<file path="src/rtl/regx_pkg.sv">
package regx_pkg;
  localparam logic [7:0] OPC_PUSH3  = 8'h8B;
  localparam logic [7:0] OPC_PULL3  = 8'hAB;
  localparam logic [7:0] OPC_A2Z    = 8'h1B;
  localparam logic [7:0] OPC_Z2A    = 8'h3B;
  localparam logic [7:0] OPC_X2Y    = 8'h9B;
  localparam logic [7:0] OPC_Y2X    = 8'hBB;
  localparam logic [7:0] OPC_SWPXY  = 8'hEB;
  localparam logic [7:0] OPC_SWPAX  = 8'h0B;
  localparam logic [7:0] OPC_SWPAY  = 8'h2B;
  localparam logic [7:0] OPC_SPLD   = 8'h4B;
  localparam logic [7:0] OPC_SPRD   = 8'h5B;
  localparam logic [7:0] OPC_CALLT  = 8'hFC;

  typedef enum logic [3:0] {
    K_NOP, K_PUSH3, K_PULL3, K_A2Z, K_Z2A, K_X2Y, K_Y2X,
    K_SWAP_XY, K_SWAP_AX, K_SWAP_AY, K_SP_LOAD, K_SP_READ, K_CALL_TBL
  } op_kind_t;

  typedef enum logic [2:0] {
    ST_IDLE, ST_PUSH, ST_PULL, ST_CALL, ST_DRAIN
  } seq_state_t;

  typedef enum logic [2:0] {
    DST_A, DST_X, DST_Y, DST_JLO, DST_JHI, DST_NONE
  } dst_t;

  typedef enum logic [1:0] {
    STEP_NONE, STEP_DEC, STEP_INC
  } s_step_t;
endpackage

</file>
<file path="src/rtl/regx_decode.sv">
module regx_decode
  import regx_pkg::*;
(
  input  logic [7:0] opcode,
  output op_kind_t   kind
);
  always_comb begin
    unique case (opcode)
      OPC_PUSH3: kind = K_PUSH3;
      OPC_PULL3: kind = K_PULL3;
      OPC_A2Z:   kind = K_A2Z;
      OPC_Z2A:   kind = K_Z2A;
      OPC_X2Y:   kind = K_X2Y;
      OPC_Y2X:   kind = K_Y2X;
      OPC_SWPXY: kind = K_SWAP_XY;
      OPC_SWPAX: kind = K_SWAP_AX;
      OPC_SWPAY: kind = K_SWAP_AY;
      OPC_SPLD:  kind = K_SP_LOAD;
      OPC_SPRD:  kind = K_SP_READ;
      OPC_CALLT: kind = K_CALL_TBL;
      default:   kind = K_NOP;
    endcase
  end
endmodule

</file>
<file path="src/rtl/regx_regfile.sv">
module regx_regfile
  import regx_pkg::*;
#(
  parameter int unsigned DW    = 8,
  parameter int unsigned S_RST = 'h01FF
) (
  input  logic            clk,
  input  logic            rst_n,
  input  logic            xfer_fire,
  input  op_kind_t        kind,
  input  logic            ld_en,
  input  dst_t            ld_dst,
  input  logic [DW-1:0]   ld_data,
  input  s_step_t         s_step,
  output logic [DW-1:0]   a,
  output logic [DW-1:0]   x,
  output logic [DW-1:0]   y,
  output logic [DW-1:0]   z,
  output logic [2*DW-1:0] s
);
  localparam int unsigned AW = 2 * DW;

  always_ff @(posedge clk) begin
    if (!rst_n) begin
      a <= '0;
      x <= '0;
      y <= '0;
      z <= '0;
      s <= AW'(S_RST);
    end else begin
      if (xfer_fire) begin
        unique case (kind)
          K_A2Z:     z <= a;
          K_Z2A:     a <= z;
          K_X2Y:     y <= x;
          K_Y2X:     x <= y;
          K_SWAP_XY: begin x <= y; y <= x; end
          K_SWAP_AX: begin a <= x; x <= a; end
          K_SWAP_AY: begin a <= y; y <= a; end
          K_SP_LOAD: s <= {a, x};
          K_SP_READ: begin a <= s[AW-1:DW]; x <= s[DW-1:0]; end
          default:   ;
        endcase
      end
      if (ld_en) begin
        unique case (ld_dst)
          DST_A:   a <= ld_data;
          DST_X:   x <= ld_data;
          DST_Y:   y <= ld_data;
          default: ;
        endcase
      end
      unique case (s_step)
        STEP_DEC: s <= s - 1'b1;
        STEP_INC: s <= s + 1'b1;
        default:  ;
      endcase
    end
  end

  AST_SWAP_XY: assert property (@(posedge clk) disable iff (!rst_n)
    (xfer_fire && kind == K_SWAP_XY) |=> (x == $past(y) && y == $past(x)));
  AST_A2Z_COPY: assert property (@(posedge clk) disable iff (!rst_n)
    (xfer_fire && kind == K_A2Z) |=> (z == $past(a) && a == $past(a)));
  AST_SP_LOAD: assert property (@(posedge clk) disable iff (!rst_n)
    (xfer_fire && kind == K_SP_LOAD) |=> (s == {$past(a), $past(x)}));
  AST_S_DEC_WRAP: assert property (@(posedge clk) disable iff (!rst_n)
    (s_step == STEP_DEC) |=> (s == AW'($past(s) - 1'b1)));
  AST_S_INC_WRAP: assert property (@(posedge clk) disable iff (!rst_n)
    (s_step == STEP_INC) |=> (s == AW'($past(s) + 1'b1)));
endmodule

</file>
<file path="src/rtl/regx_stack_seq.sv">
module regx_stack_seq
  import regx_pkg::*;
#(
  parameter int unsigned DW = 8
) (
  input  logic            clk,
  input  logic            rst_n,
  input  logic            accept,
  input  op_kind_t        kind,
  input  logic [2*DW-1:0] operand,
  input  logic [2*DW-1:0] ret_addr,
  input  logic [DW-1:0]   a,
  input  logic [DW-1:0]   x,
  input  logic [DW-1:0]   y,
  input  logic [2*DW-1:0] s,
  input  logic [DW-1:0]   mem_rdata,
  output logic            busy,
  output logic [2*DW-1:0] mem_addr,
  output logic [DW-1:0]   mem_wdata,
  output logic            mem_we,
  output logic            mem_re,
  output logic            ld_en,
  output dst_t            ld_dst,
  output logic [DW-1:0]   ld_data,
  output s_step_t         s_step,
  output logic            done,
  output logic [2*DW-1:0] jmp_addr
);
  localparam int unsigned AW = 2 * DW;

  seq_state_t      st;
  logic [1:0]      idx;
  logic [AW-1:0]   operand_q;
  logic [AW-1:0]   ret_q;
  logic            pend_q;
  dst_t            pend_dst_q;
  dst_t            issue_dst;
  logic [AW-1:0]   ptr_base;

  assign busy     = (st != ST_IDLE);
  assign ptr_base = operand_q + {{DW{1'b0}}, x};

  always_comb begin
    mem_addr  = '0;
    mem_wdata = '0;
    mem_we    = 1'b0;
    mem_re    = 1'b0;
    s_step    = STEP_NONE;
    issue_dst = DST_NONE;
    unique case (st)
      ST_PUSH: begin
        mem_we   = 1'b1;
        mem_addr = s;
        s_step   = STEP_DEC;
        unique case (idx)
          2'd0:    mem_wdata = a;
          2'd1:    mem_wdata = x;
          default: mem_wdata = y;
        endcase
      end
      ST_PULL: begin
        mem_re   = 1'b1;
        mem_addr = s + 1'b1;
        s_step   = STEP_INC;
        unique case (idx)
          2'd0:    issue_dst = DST_Y;
          2'd1:    issue_dst = DST_X;
          default: issue_dst = DST_A;
        endcase
      end
      ST_CALL: begin
        unique case (idx)
          2'd0: begin
            mem_we    = 1'b1;
            mem_addr  = s;
            mem_wdata = ret_q[AW-1:DW];
            s_step    = STEP_DEC;
          end
          2'd1: begin
            mem_we    = 1'b1;
            mem_addr  = s;
            mem_wdata = ret_q[DW-1:0];
            s_step    = STEP_DEC;
          end
          2'd2: begin
            mem_re    = 1'b1;
            mem_addr  = ptr_base;
            issue_dst = DST_JLO;
          end
          default: begin
            mem_re    = 1'b1;
            mem_addr  = ptr_base + 1'b1;
            issue_dst = DST_JHI;
          end
        endcase
      end
      default: ;
    endcase
  end

  assign ld_en   = pend_q && (pend_dst_q == DST_A || pend_dst_q == DST_X ||
                              pend_dst_q == DST_Y);
  assign ld_dst  = pend_dst_q;
  assign ld_data = mem_rdata;

  always_ff @(posedge clk) begin
    if (!rst_n) begin
      st         <= ST_IDLE;
      idx        <= '0;
      operand_q  <= '0;
      ret_q      <= '0;
      pend_q     <= 1'b0;
      pend_dst_q <= DST_NONE;
      done       <= 1'b0;
      jmp_addr   <= '0;
    end else begin
      done       <= 1'b0;
      pend_q     <= mem_re;
      pend_dst_q <= issue_dst;
      if (pend_q && pend_dst_q == DST_JLO) jmp_addr[DW-1:0]  <= mem_rdata;
      if (pend_q && pend_dst_q == DST_JHI) jmp_addr[AW-1:DW] <= mem_rdata;
      unique case (st)
        ST_IDLE: begin
          idx <= '0;
          if (accept) begin
            unique case (kind)
              K_PUSH3:    st <= ST_PUSH;
              K_PULL3:    st <= ST_PULL;
              K_CALL_TBL: begin
                st        <= ST_CALL;
                operand_q <= operand;
                ret_q     <= ret_addr;
              end
              default:    done <= 1'b1;
            endcase
          end
        end
        ST_PUSH: begin
          idx <= idx + 2'd1;
          if (idx == 2'd2) begin
            st   <= ST_IDLE;
            done <= 1'b1;
          end
        end
        ST_PULL: begin
          idx <= idx + 2'd1;
          if (idx == 2'd2) st <= ST_DRAIN;
        end
        ST_CALL: begin
          idx <= idx + 2'd1;
          if (idx == 2'd3) st <= ST_DRAIN;
        end
        default: begin
          st   <= ST_IDLE;
          done <= 1'b1;
        end
      endcase
    end
  end

  AST_PORT_EXCL: assert property (@(posedge clk) disable iff (!rst_n)
    !(mem_we && mem_re));
  AST_DONE_IDLE: assert property (@(posedge clk) disable iff (!rst_n)
    done |-> (st == ST_IDLE));
  AST_PUSH_LEN: assert property (@(posedge clk) disable iff (!rst_n)
    (st == ST_PUSH && idx == 2'd2) |=> done);
  AST_PULL_LEN: assert property (@(posedge clk) disable iff (!rst_n)
    (st == ST_PULL && idx == 2'd2) |=> (st == ST_DRAIN));
endmodule

</file>
<file path="src/rtl/regx_unit.sv">
module regx_unit
  import regx_pkg::*;
#(
  parameter int unsigned DW    = 8,
  parameter int unsigned S_RST = 'h01FF
) (
  input  logic            clk,
  input  logic            rst_n,
  input  logic            op_valid,
  output logic            op_ready,
  input  logic [7:0]      op_code,
  input  logic [2*DW-1:0] op_operand,
  input  logic [2*DW-1:0] op_ret,
  input  logic [DW-1:0]   zp_off,
  output logic [2*DW-1:0] zp_addr,
  output logic [2*DW-1:0] mem_addr,
  output logic [DW-1:0]   mem_wdata,
  output logic            mem_we,
  output logic            mem_re,
  input  logic [DW-1:0]   mem_rdata,
  output logic            done,
  output logic [2*DW-1:0] jmp_addr,
  output logic [DW-1:0]   reg_a,
  output logic [DW-1:0]   reg_x,
  output logic [DW-1:0]   reg_y,
  output logic [DW-1:0]   reg_z,
  output logic [2*DW-1:0] reg_s
);
  op_kind_t      kind;
  logic          busy;
  logic          accept;
  logic          ld_en;
  dst_t          ld_dst;
  logic [DW-1:0] ld_data;
  s_step_t       s_step;

  assign op_ready = !busy;
  assign accept   = op_valid && op_ready;
  assign zp_addr  = {reg_z, zp_off};

  regx_decode u_decode (
    .opcode (op_code),
    .kind   (kind)
  );

  regx_regfile #(.DW(DW), .S_RST(S_RST)) u_regs (
    .clk       (clk),
    .rst_n     (rst_n),
    .xfer_fire (accept),
    .kind      (kind),
    .ld_en     (ld_en),
    .ld_dst    (ld_dst),
    .ld_data   (ld_data),
    .s_step    (s_step),
    .a         (reg_a),
    .x         (reg_x),
    .y         (reg_y),
    .z         (reg_z),
    .s         (reg_s)
  );

  regx_stack_seq #(.DW(DW)) u_seq (
    .clk       (clk),
    .rst_n     (rst_n),
    .accept    (accept),
    .kind      (kind),
    .operand   (op_operand),
    .ret_addr  (op_ret),
    .a         (reg_a),
    .x         (reg_x),
    .y         (reg_y),
    .s         (reg_s),
    .mem_rdata (mem_rdata),
    .busy      (busy),
    .mem_addr  (mem_addr),
    .mem_wdata (mem_wdata),
    .mem_we    (mem_we),
    .mem_re    (mem_re),
    .ld_en     (ld_en),
    .ld_dst    (ld_dst),
    .ld_data   (ld_data),
    .s_step    (s_step),
    .done      (done),
    .jmp_addr  (jmp_addr)
  );

  AST_NOP_HOLD: assert property (@(posedge clk) disable iff (!rst_n)
    (accept && kind == K_NOP) |=> (reg_a == $past(reg_a) && reg_x == $past(reg_x) &&
      reg_y == $past(reg_y) && reg_z == $past(reg_z) && reg_s == $past(reg_s)));
  AST_BUSY_NO_TAKE: assert property (@(posedge clk) disable iff (!rst_n)
    (accept && (kind == K_PUSH3 || kind == K_PULL3 || kind == K_CALL_TBL)) |=> !op_ready);
endmodule

</file>
<file path="config.mk">
export PLATFORM = sky130hd
export DESIGN_NAME = regx_unit
export DESIGN_NICKNAME = d
export VERILOG_FILES = /design/src/rtl/regx_pkg.sv /design/src/rtl/regx_decode.sv /design/src/rtl/regx_regfile.sv /design/src/rtl/regx_stack_seq.sv /design/src/rtl/regx_unit.sv
export SDC_FILE = /design/constraint.sdc
export NUM_CORES = 1
export LEC_CHECK = 0
export BUFFER_PORTS_ARGS = -buffer_cell sky130_fd_sc_hd__buf_2
export CAP_MARGIN = 25
export CORE_ASPECT_RATIO = 1.25
export CORE_MARGIN = 2
export CORE_UTILIZATION = 30
export CTS_BUF_LIST = sky130_fd_sc_hd__clkbuf_8
export CTS_CLUSTER_DIAMETER = 60
export DETAILED_ROUTE_END_ITERATION = 10
export HOLD_SLACK_MARGIN = 0.06
export PLACE_DENSITY = 0.5
export SYNTH_ARGS = -nofsm -noshare
export SYNTH_HDL_FRONTEND = slang
export SYNTH_SLANG_ARGS = --single-unit
</file>
<file path="constraint.sdc">
create_clock -name clk -period 7 [get_ports clk]
set_input_delay 0.7 -clock clk [delete_from_list [all_inputs] [get_ports clk]]
set_output_delay 0.7 -clock clk [all_outputs]
set_load 0.05 [all_outputs]
</file>
==> results of run 1 <==
[worst min-delay path by stage]
stage / slack [ns] / start / endpoint / cells after the start
final: 0.47 / u_seq.jmp_addr[6]$_SDFFE_PN0P_ / u_seq.jmp_addr[6]$_SDFFE_PN0P_ / 2
after global routing: 0.49 / u_seq.jmp_addr[2]$_SDFFE_PN0P_ / u_seq.jmp_addr[2]$_SDFFE_PN0P_ / 2
after CTS: 0.48 / u_seq.jmp_addr[6]$_SDFFE_PN0P_ / u_seq.jmp_addr[6]$_SDFFE_PN0P_ / 2
after detailed placement: 0.46 / u_seq.jmp_addr[1]$_SDFFE_PN0P_ / u_seq.jmp_addr[1]$_SDFFE_PN0P_ / 2
after global placement: 0.45 / u_seq.jmp_addr[7]$_SDFFE_PN0P_ / u_seq.jmp_addr[7]$_SDFFE_PN0P_ / 2
after floorplan: 0.44 / u_seq.ret_q[14]$_SDFFE_PN0P_ / u_seq.ret_q[14]$_SDFFE_PN0P_ / 2
[area by class of cell]
| class | instances | share of cell area, % |
|---|---|---|
| clock buffers | 9 | 1.424 |
| multi-input cells | 800 | 57.62 |
| repair buffers | 163 | 10.21 |
| well taps | 335 | 4.817 |
| flip-flops and latches | 106 | 24.39 |
| clock inverters | 7 | 0.5896 |
| inverters | 22 | 0.9491 |
[worst max-delay path, stage by stage (launching register included)]
cell and delay [ns]:
sky130_fd_sc_hd__dfxtp_1 0.54, sky130_fd_sc_hd__ha_1 0.27, sky130_fd_sc_hd__inv_1 0.07, sky130_fd_sc_hd__fa_1 0.43, sky130_fd_sc_hd__nor2b_1 0.23, sky130_fd_sc_hd__o31a_2 0.20, sky130_fd_sc_hd__o221ai_1 0.22, sky130_fd_sc_hd__xor2_1 0.25
sky130_fd_sc_hd__nor2_1 0.31, sky130_fd_sc_hd__nand4_2 0.14, sky130_fd_sc_hd__xor2_1 0.20, sky130_fd_sc_hd__a2111oi_2 0.44, sky130_fd_sc_hd__buf_2 0.34
[placed cells by master, fill, tap and decap left out, drive strengths merged, types with 11 or more instances in the layout]
cell    count
a21boi     58
a21oi      41
a221oi     18
a222oi     15
a22oi      33
and3       12
buf       163
dfxtp     106
ha         19
inv        23
mux2i      19
nand2     190
nand2b     14
nand3      16
nor2       68
nor2b      28
nor3       19
o211ai     11
o21ai      55
xor2       11
[power groups by stage]
stage                     Sequential [W]  Clock, W  Combinational, W
after floorplan                 0.000627         0         0.0000568
after global placement          0.000625         0         0.0000843
after detailed placement        0.000625         0         0.0000843
after CTS                       0.000611  0.000383         0.0000845
after global routing            0.000612  0.000405         0.0000909
final                           0.000611  0.000369         0.0000847
[kinds of logic (layout without fill, tap and decap cells)]
family	after synthesis	in the layout	synth area share [%]
AND/OR/NAND/NOR	397	397	24.26
flip-flops	106	106	27.46
XOR/XNOR	19	19	2.154
multiplexers	19	19	2.461
AO/OA/AOI/OAI	345	345	32.68
adder cells (fa/ha/maj)	20	20	3.336
buffers and inverters	119	201	7.659
[per-layer routing]
layer  up-vias  routed length [µm]  track usage (%)  part of all wire, %
met3        61                1817            3.896                  6.0
li1       3883                   -                -                    -
met2       302               14770            37.25                   49
met1      3824               12490            26.52                   41
met5         -                   0                0                    0
met4         0                1249            9.423                  4.1
[registers in the layout, indices dropped and copies added (netlist names)]
signal / flops
u_regs.s: 16
u_seq.jmp_addr: 16
u_seq.operand_q: 16
u_seq.ret_q: 16
u_regs.a: 8
u_regs.x: 8
u_regs.y: 8
u_regs.z: 8
u_seq.ld_dst: 3
u_seq.st: 3
u_seq.idx: 2
u_seq.done: 1
u_seq.pend_q: 1
[per-stage QoR]
| stage | hold WS (ns) | std cells | area (µm²) | util (%) |
|---|---|---|---|---|
| 2_1_floorplan | 0.4432 | 1025 | 7727 | - |
| 3_3_place_gp | 0.4504 | 1423 | 8463 | 33.46 |
| 3_5_place_dp | 0.4599 | 1424 | 8491 | 33.57 |
| 4_1_cts | 0.4761 | 1440 | 8666 | 34.26 |
| 5_1_grt | 0.4936 | 1442 | 8701 | 34.40 |
| 6_report | 0.4722 | 1442 | 8701 | 34.40 |
==> results.toml, run 1 <==
[sta]
period_minus_slack_ns = 4.733
min_period_over_period_pct = 67.61
final-setup-viol-count = 0
setup_tns_ns = 0
max_transition_viols_final = 0
fmax_ghz = 0.2113
report.final.hold_viol_count = 0
grt_setup_unrepaired = "no"
worst-slew-pin-transition_ns = 1.078
final.setup_skew_ns = 0.01367
slew_headroom_pct = 27.45
worst_slack_ns = 2.267

[synth]
syn-instance-count = 1025
synth_top_flop_cell = "sky130_fd_sc_hd__dfxtp_1"
synth_sequential_area_ratio_pct = 27.46
synth_fp_nets = 1104
synthTopCellsByCount = "sky130_fd_sc_hd__nand2_1 (190), sky130_fd_sc_hd__dfxtp_1 (106), sky130_fd_sc_hd__clkbuf_1 (68)"
synth-edff-count = 0
yosys-top-cells-area = "sky130_fd_sc_hd__dfxtp_1 (27%), sky130_fd_sc_hd__nand2_1 (9.2%), sky130_fd_sc_hd__a21boi_0 (5.5%), sky130_fd_sc_hd__clkbuf_1 (3.3%), sky130_fd_sc_hd__nor2_1 (3.3%)"
synth.ff_latch_count = 106
syn-mean-instance-area_um2 = 7.539
mappedNetlistArea_um2 = 7727
synth_cell_type_count = 87
netlist.area_leader.share_pct = 27.46
synthMostInstantiatedCell = "sky130_fd_sc_hd__nand2_1"
synth_async_sr_flop_share_pct = 0
synth_largest_area_cell = "sky130_fd_sc_hd__dfxtp_1"
yosys_warnings = 0

[worst_setup_path]
setup.worst_path.end = "mem_addr[14]"
rrSetupSlack_ns = 2.62
reg2reg_from = "u_seq.idx[1]$_SDFFE_PN0P_"
worst-path-max-fanout = 8
crit_path_end_kind = "output pin"
worst_setup_path_start_kind = "flip-flop"
worstSetupPathType = "flip-flop to output pin"
worst-r2r-cell-count = 10
regToRegEndpoint = "u_regs.s[3]$_SDFFE_PN1P_"
worst-endpoint-arrival_ns = 4.03
critPathLaunch = "u_regs.x[0]$_SDFF_PN0_"
required_ns = 6.30

[clock_tree]
tritoncts.num_buffers = 9
numClockSinks = 106
cts-resized-gates = 0
maximum_level_of_the_cts_h_tree = 3
holdBufCountCts = 0
post-cts-setup-buffer-count = 0
clkTransAtPathRegs_ns = 0.11
cts.root.buffer_cell = "sky130_fd_sc_hd__clkbuf_8"
clk-insertion-delay-late_ns = 0.40
clock_tree.buffer_depth = 2
tritoncts = "built"

[layout]
n_fill_cell = 2723
insertedDiodeCount = 0
fraction_of_final_layout_cells_with_drive_strength_greater_than_1_pct = 18.43
multiInputGateArea_um2 = 5014
regArea_um2 = 2122
area.growth.synth_to_final_pct = 12.60
finalNetCount = 1181

[global_route]
grt_first_pass_wirelength_um = 45420
grt_pass1_vias = 7600
grt_max_degree = 107
grt-ovfl-total = 0
grtUsageTotal_pct = 21.69
antenna_found_initial = 0

[die]
std_cell_rows = 65
pin_count = 167
design.die.area_um2 = 27070
core_region_area_um2 = 25290
dieHeight_um = 183.4
start_util_pct = 30.55
fp.dieW_um = 147.6

[power]
post_layout_total_power_w = 0.001065
cellInternalPower_w = 0.0007678
p_leak_nw = 3.308
p_switching_w = 0.0002970
comb_power_share_pct = 8.0
switching_fraction_pct = 27.89
power_frac_seq_pct = 57.4
clockPowerShare_pct = 34.6
power.ir.vdd_worst_v = 0.00007928
power_density_nw_per_um2 = 122.4

[job]
maxCapViolCount = 0

[route]
drtPass1Iterations = 7
final_routed_wirelength_across_all_metal_layers_um = 30330
route.vias.total = 8070
antenna_violating_nets_remaining = 0
wl_per_cell_um = 21.03
route.detailed.vias_per_inst = 5.596
drtIter0Drc = 872
detail_route.drc_violations = 0

[min_path]
hp-class = "flip-flop to flip-flop"

[place]
port-buffer-count = 150
place_worst_setup_slack_ns = 2.686
place.detailed.hpwl_um = 22560
gpl.final_weighted_congestion = 0.9254

[run_status]
status = "complete, no violations"
(Power assumes the default switching activity.)
==> run 2, diff against run 1 <==
- clock period: 7 -> 4.7 ns (I/O delays scaled with it)
==> run 2 against run 1 <==
Effect of this change: total power is 58% higher; sequential share of layout area down 0.50 points; critical path depth did not move; critical path type unchanged; first-iteration DRC count rose by 13%; flip-flop and latch count unchanged; worst setup slack got worse by 2.0 ns; critical endpoint unchanged; global-route usage up 1.1 points; hold slack worse by 0.17 ns.
==> results.toml, run 2 (synthesis results as in run 1) <==
[run_status]
status = "complete, no violations"

[sta]
worst-slew-pin-transition_ns = 0.9440
min_period_over_period_pct = 93.99
fmax_ghz = 0.2264
slew_headroom_pct = 36.83
period_minus_slack_ns = 4.418
setup_tns_ns = 0
grt_setup_unrepaired = "no"
report.final.hold_viol_count = 0
final.setup_skew_ns = 0.01579
max_transition_viols_final = 0
final-setup-viol-count = 0

[layout]
area.growth.synth_to_final_pct = 14.94
insertedDiodeCount = 0
layout.cells.most_common = "sky130_fd_sc_hd__nand2_1"
most-common-layout-cells = "sky130_fd_sc_hd__nand2_1 (190), sky130_fd_sc_hd__buf_2 (150), sky130_fd_sc_hd__dfxtp_1 (106)"
fraction_of_final_layout_cells_with_drive_strength_greater_than_1_pct = 19.86
n_fill_cell = 2699
finalNetCount = 1204

[clock_tree]
numClockSinks = 106
tritoncts = "built"
post-cts-setup-buffer-count = 0
maximum_level_of_the_cts_h_tree = 3
tritoncts.num_buffers = 9
cts-resized-gates = 0
holdBufCountCts = 0
clkTransAtPathRegs_ns = 0.11
cts.root.buffer_cell = "sky130_fd_sc_hd__clkbuf_8"
clock_tree.buffer_depth = 2
clk-insertion-delay-late_ns = 0.40

[power]
post_layout_total_power_w = 0.001677
p_leak_nw = 3.426
power.ir.vdd_worst_v = 0.0001139
power_density_nw_per_um2 = 188.8

[route]
route.vias.total = 8260
final_routed_wirelength_across_all_metal_layers_um = 31270
antenna_violating_nets_remaining = 0
wl_per_cell_um = 21.37
drtPass1Iterations = 5
route.detailed.vias_per_inst = 5.646
drtIter0Drc = 988
detail_route.drc_violations = 0

[die]
std_cell_rows = 65
start_util_pct = 30.55
fp.dieW_um = 147.6
pin_count = 167
design.die.area_um2 = 27070
dieHeight_um = 183.4
core_region_area_um2 = 25290

[place]
gpl.final_weighted_congestion = 0.9285
port-buffer-count = 150
place.detailed.hpwl_um = 23370

[worst_setup_path]
reg2reg_from = "u_seq.idx[1]$_SDFFE_PN0P_"
crit_path_end_kind = "output pin"
worst-path-max-fanout = 8
worstSetupPathType = "flip-flop to output pin"
required_ns = 4.23
worst-endpoint-arrival_ns = 3.95
critPathLaunch = "u_regs.x[0]$_SDFF_PN0_"
worst_setup_path_start_kind = "flip-flop"

[min_path]
hold_start = "op_ret[0]"
hp-class = "input port to flip-flop"

[global_route]
grtUsageTotal_pct = 22.74
grt_pass1_vias = 7862
grt_first_pass_wirelength_um = 47520
grt_max_degree = 63
grt-ovfl-total = 0
antenna_found_initial = 1

[job]
maxCapViolCount = 0
[run 2: changes by cell type in the layout (fill, tap and decap cells not counted)]
cell                        before  now
sky130_fd_sc_hd__bufinv_16       0    2
sky130_fd_sc_hd__inv_1          21   22
sky130_fd_sc_hd__clkinv_4        1    0
sky130_fd_sc_hd__buf_12          0    1
sky130_fd_sc_hd__inv_8           1    0
sky130_fd_sc_hd__buf_4          11   34
sky130_fd_sc_hd__buf_16          2    0
sky130_fd_sc_hd__buf_8           0    1
sky130_fd_sc_hd__clkinv_2        3    0
[run 2: cell type report]
cell class,count,area [µm²],area share (%)
multi-input combinational,800,5014,56.44
sequential,106,2122,23.89
timing repair buffer,186,1041,11.72
tap,335,419.2,4.719
clock buffer,9,123.9,1.395
inverter,22,82.58,0.9297
clock inverter,5,80.08,0.9015
[run 2: critical path: stages, from the launching register on]
cell	delay, ns
sky130_fd_sc_hd__dfxtp_1	0.54
sky130_fd_sc_hd__ha_1	0.26
sky130_fd_sc_hd__inv_1	0.08
sky130_fd_sc_hd__fa_1	0.42
sky130_fd_sc_hd__nor2b_1	0.22
sky130_fd_sc_hd__o31a_2	0.20
sky130_fd_sc_hd__o221ai_1	0.22
sky130_fd_sc_hd__xor2_1	0.25
sky130_fd_sc_hd__nor2_1	0.29
sky130_fd_sc_hd__nand4_2	0.14
sky130_fd_sc_hd__xor2_1	0.17
sky130_fd_sc_hd__a2111oi_2	0.41
sky130_fd_sc_hd__buf_2	0.34
[run 2: stage by stage]
| stage | instance area, µm² | cells | worst slack [ns] | hold WS, ns | utilization, % |
|---|---|---|---|---|---|
| finish | 8882 | 1463 | 0.2822 | 0.3048 | 35.12 |
| global route | 8882 | 1463 | 0.008687 | 0.3084 | 35.12 |
| CTS | 8862 | 1462 | 0.2348 | 0.2928 | 35.04 |
| detailed placement | 8658 | 1448 | 0.6970 | 0.4548 | 34.23 |
| global placement | 8643 | 1447 | 0.7008 | 0.4480 | 34.17 |
| floorplan | 7727 | 1025 | 0.2239 | 0.4432 | - |
[run 2: per-layer routing]
layer | global-route usage (%) | vias up | share of wire [%]
li1 | - | 3922 | -
met1 | 28.85 | 3914 | 42
met2 | 37.41 | 350 | 48
met3 | 3.871 | 72 | 5.9
met5 | 0 | - | 0.042
met4 | 10.96 | 2 | 4.6
[run 2: worst paths after layout]
kind              cells past startpoint  slack (ns)                               to
setup / recovery                     12        0.28                     mem_addr[14]
hold / removal                        3        0.30      u_seq.ret_q[0]$_SDFFE_PN0P_
setup reg to reg                     15        1.28         u_regs.s[7]$_SDFFE_PN1P_
hold reg to reg                       2        0.47  u_seq.jmp_addr[15]$_SDFFE_PN0P_
[run 2: power by group]
part	leakage [nW]	switching [W]	total (W)	internal [W]
logic	2.47	0.0000830	0.000132	0.0000485
clock network	0.103	0.000342	0.000637	0.000295
registers	0.854	0.00000773	0.000909	0.000901
total	3.43	0.000433	0.00168	0.00124
==> run 3, diff against run 2 <==
- HOLD_SLACK_MARGIN: 0.06 -> 0.03
- PLACE_DENSITY: 0.5 -> default
- PLACE_DENSITY_LB_ADDON: default -> 0.12
- RECOVER_POWER: default -> 25
==> run 3 against run 2 <==
Effect of this change: wire length is 0.63% lower; sequential share of layout area up 0.19 points; global-route usage decreased by 0.23 points; core utilization shrank 0.25 points; design area decreased by 0.72%; clock power rose by 0.8%; maximum frequency is 2.0% higher; critical endpoint unchanged; largest cell class unchanged; highest routed layer is now met4.
==> results.toml, run 3 (synthesis results as in run 1) <==
[clock_tree]
tritoncts.num_buffers = 9
holdBufCountCts = 0
clkTransAtPathRegs_ns = 0.12
clock_tree.buffer_depth = 2
maximum_level_of_the_cts_h_tree = 3
tritoncts = "built"
numClockSinks = 106
clk-insertion-delay-late_ns = 0.40
cts.root.buffer_cell = "sky130_fd_sc_hd__clkbuf_8"

[sta]
max_transition_viols_final = 0
worst_slack_ns = 0.3704
final.setup_skew_ns = 0.01646
slew_headroom_pct = 30.29
report.final.hold_viol_count = 0
min_period_over_period_pct = 92.12
final-setup-viol-count = 0
setup_tns_ns = 0
grt_setup_unrepaired = "no"
worst-slew-pin-transition_ns = 1.046
period_minus_slack_ns = 4.330
fmax_ghz = 0.2310

[layout]
finalCoreUtilization_pct = 34.87
layout.cells.non_filler = 1461
finalNetCount = 1200
fraction_of_final_layout_cells_with_drive_strength_greater_than_1_pct = 17.50
layout.cells.most_common = "sky130_fd_sc_hd__nand2_1"
area.growth.synth_to_final_pct = 14.12
most-common-layout-cells = "sky130_fd_sc_hd__nand2_1 (190), sky130_fd_sc_hd__buf_2 (121), sky130_fd_sc_hd__dfxtp_1 (105)"
insertedDiodeCount = 0

[power]
power_density_nw_per_um2 = 190.5
power.ir.vdd_worst_v = 0.0001086
p_leak_nw = 3.278

[worst_setup_path]
worst-endpoint-arrival_ns = 3.86
worstSetupPathType = "flip-flop to output pin"
crit_path_end_kind = "output pin"
required_ns = 4.23
rrSetupSlack_ns = 1.05
worst_setup_path_start_kind = "flip-flop"
worst-path-max-fanout = 9

[die]
dieHeight_um = 183.4
std_cell_rows = 65
start_util_pct = 30.55
core_region_area_um2 = 25290
pin_count = 167
design.die.area_um2 = 27070
fp.dieW_um = 147.6

[global_route]
grt_max_degree = 59
antenna_found_initial = 0
grt-ovfl-total = 0
grt_pass1_vias = 7669
grtUsageTotal_pct = 22.51
grt_first_pass_wirelength_um = 46780

[route]
route.detailed.vias_per_inst = 5.539
route.vias.total = 8092
final_routed_wirelength_across_all_metal_layers_um = 31070
detail_route.drc_violations = 0
wl_per_cell_um = 21.27
drtIter0Drc = 789
drtPass1Iterations = 6
antenna_violating_nets_remaining = 0

[place]
place_inst = 1444
place_worst_setup_slack_ns = 0.6167
place.detailed.hpwl_um = 23180
port-buffer-count = 150
gpl.final_weighted_congestion = 0.8956

[min_path]
hp-class = "input port to flip-flop"

[run_status]
status = "complete, no violations"

[job]
maxCapViolCount = 0
## run 3: cell count changes in the layout (fill, tap and decap cells not counted), moves of 2 or more
cell | before | now
sky130_fd_sc_hd__buf_2 | 150 | 121
sky130_fd_sc_hd__buf_4 | 34 | 32
sky130_fd_sc_hd__inv_6 | 1 | 3
sky130_fd_sc_hd__clkbuf_1 | 0 | 29
## run 3: per-stage QoR
step	total power, W	hold slack (ns)	cell area (µm²)
6_report	0.001680	0.3101	8818
5_1_grt	0.001745	0.3147	8818
4_1_cts	0.001713	0.2915	8837
3_5_place_dp	0.001058	0.4602	8621
3_3_place_gp	0.001058	0.4507	8621
2_1_floorplan	0.001019	0.4432	7727
## run 3: layout make-up
class / instances / area, µm²
fillers: 2743 / 16470
multi-input cells: 800 / 5022
flip-flops and latches: 106 / 2123
repair buffers: 182 / 954.7
well taps: 335 / 419.2
clock buffers: 9 / 123.9
clock inverters: 7 / 92.59
inverters: 22 / 82.58
## run 3: report_power, final
part	switching, W	internal (W)	total (W)
combinational	0.0000829	0.0000463	0.000129
clock	0.000380	0.000262	0.000642
sequential	0.00000729	0.000901	0.000909
## run 3: repair_timing
| item | in CTS | in global routing |
|---|---|---|
| setup endpoints to repair | 0 | 2 |
| setup buffers | 0 | 0 |
| resized for setup | 0 | 3 |
## run 3: metal layers
| layer | wire, µm | vias up | part of all wire [%] | GRT usage [%] |
|---|---|---|---|---|
| li1 | - | 3927 | - | - |
| met1 | 13560 | 3851 | 44 | 29.15 |
| met2 | 14980 | 260 | 48 | 38.46 |
| met3 | 1395 | 54 | 4.5 | 2.382 |
| met4 | 1132 | 0 | 3.6 | 8.654 |
| met5 | 0 | - | 0 | 0 |
## run 3: worst paths after layout
check,cells after the start,endpoint,startpoint
worst max-delay path,10,mem_addr[14],u_regs.x[1]$_SDFF_PN0_
worst max register to register,8,u_regs.s[7]$_SDFFE_PN1P_,u_seq.st[0]$_SDFFE_PN0P_
worst min register to register,2,u_seq.ret_q[4]$_SDFFE_PN0P_,u_seq.ret_q[4]$_SDFFE_PN0P_
worst min-delay path,3,u_seq.ret_q[1]$_SDFFE_PN0P_,op_ret[1]
## run 3: critical path, cell delays in order, from the launching register on
cell and delay (ns):
sky130_fd_sc_hd__dfxtp_1 0.57, sky130_fd_sc_hd__ha_1 0.32, sky130_fd_sc_hd__a211oi_2 0.32, sky130_fd_sc_hd__nor2_1 0.15, sky130_fd_sc_hd__o311ai_2 0.42, sky130_fd_sc_hd__nor3b_4 0.28, sky130_fd_sc_hd__and3_1 0.32, sky130_fd_sc_hd__nand4_2 0.13
sky130_fd_sc_hd__xor2_1 0.17, sky130_fd_sc_hd__a2111oi_2 0.45, sky130_fd_sc_hd__buf_2 0.34
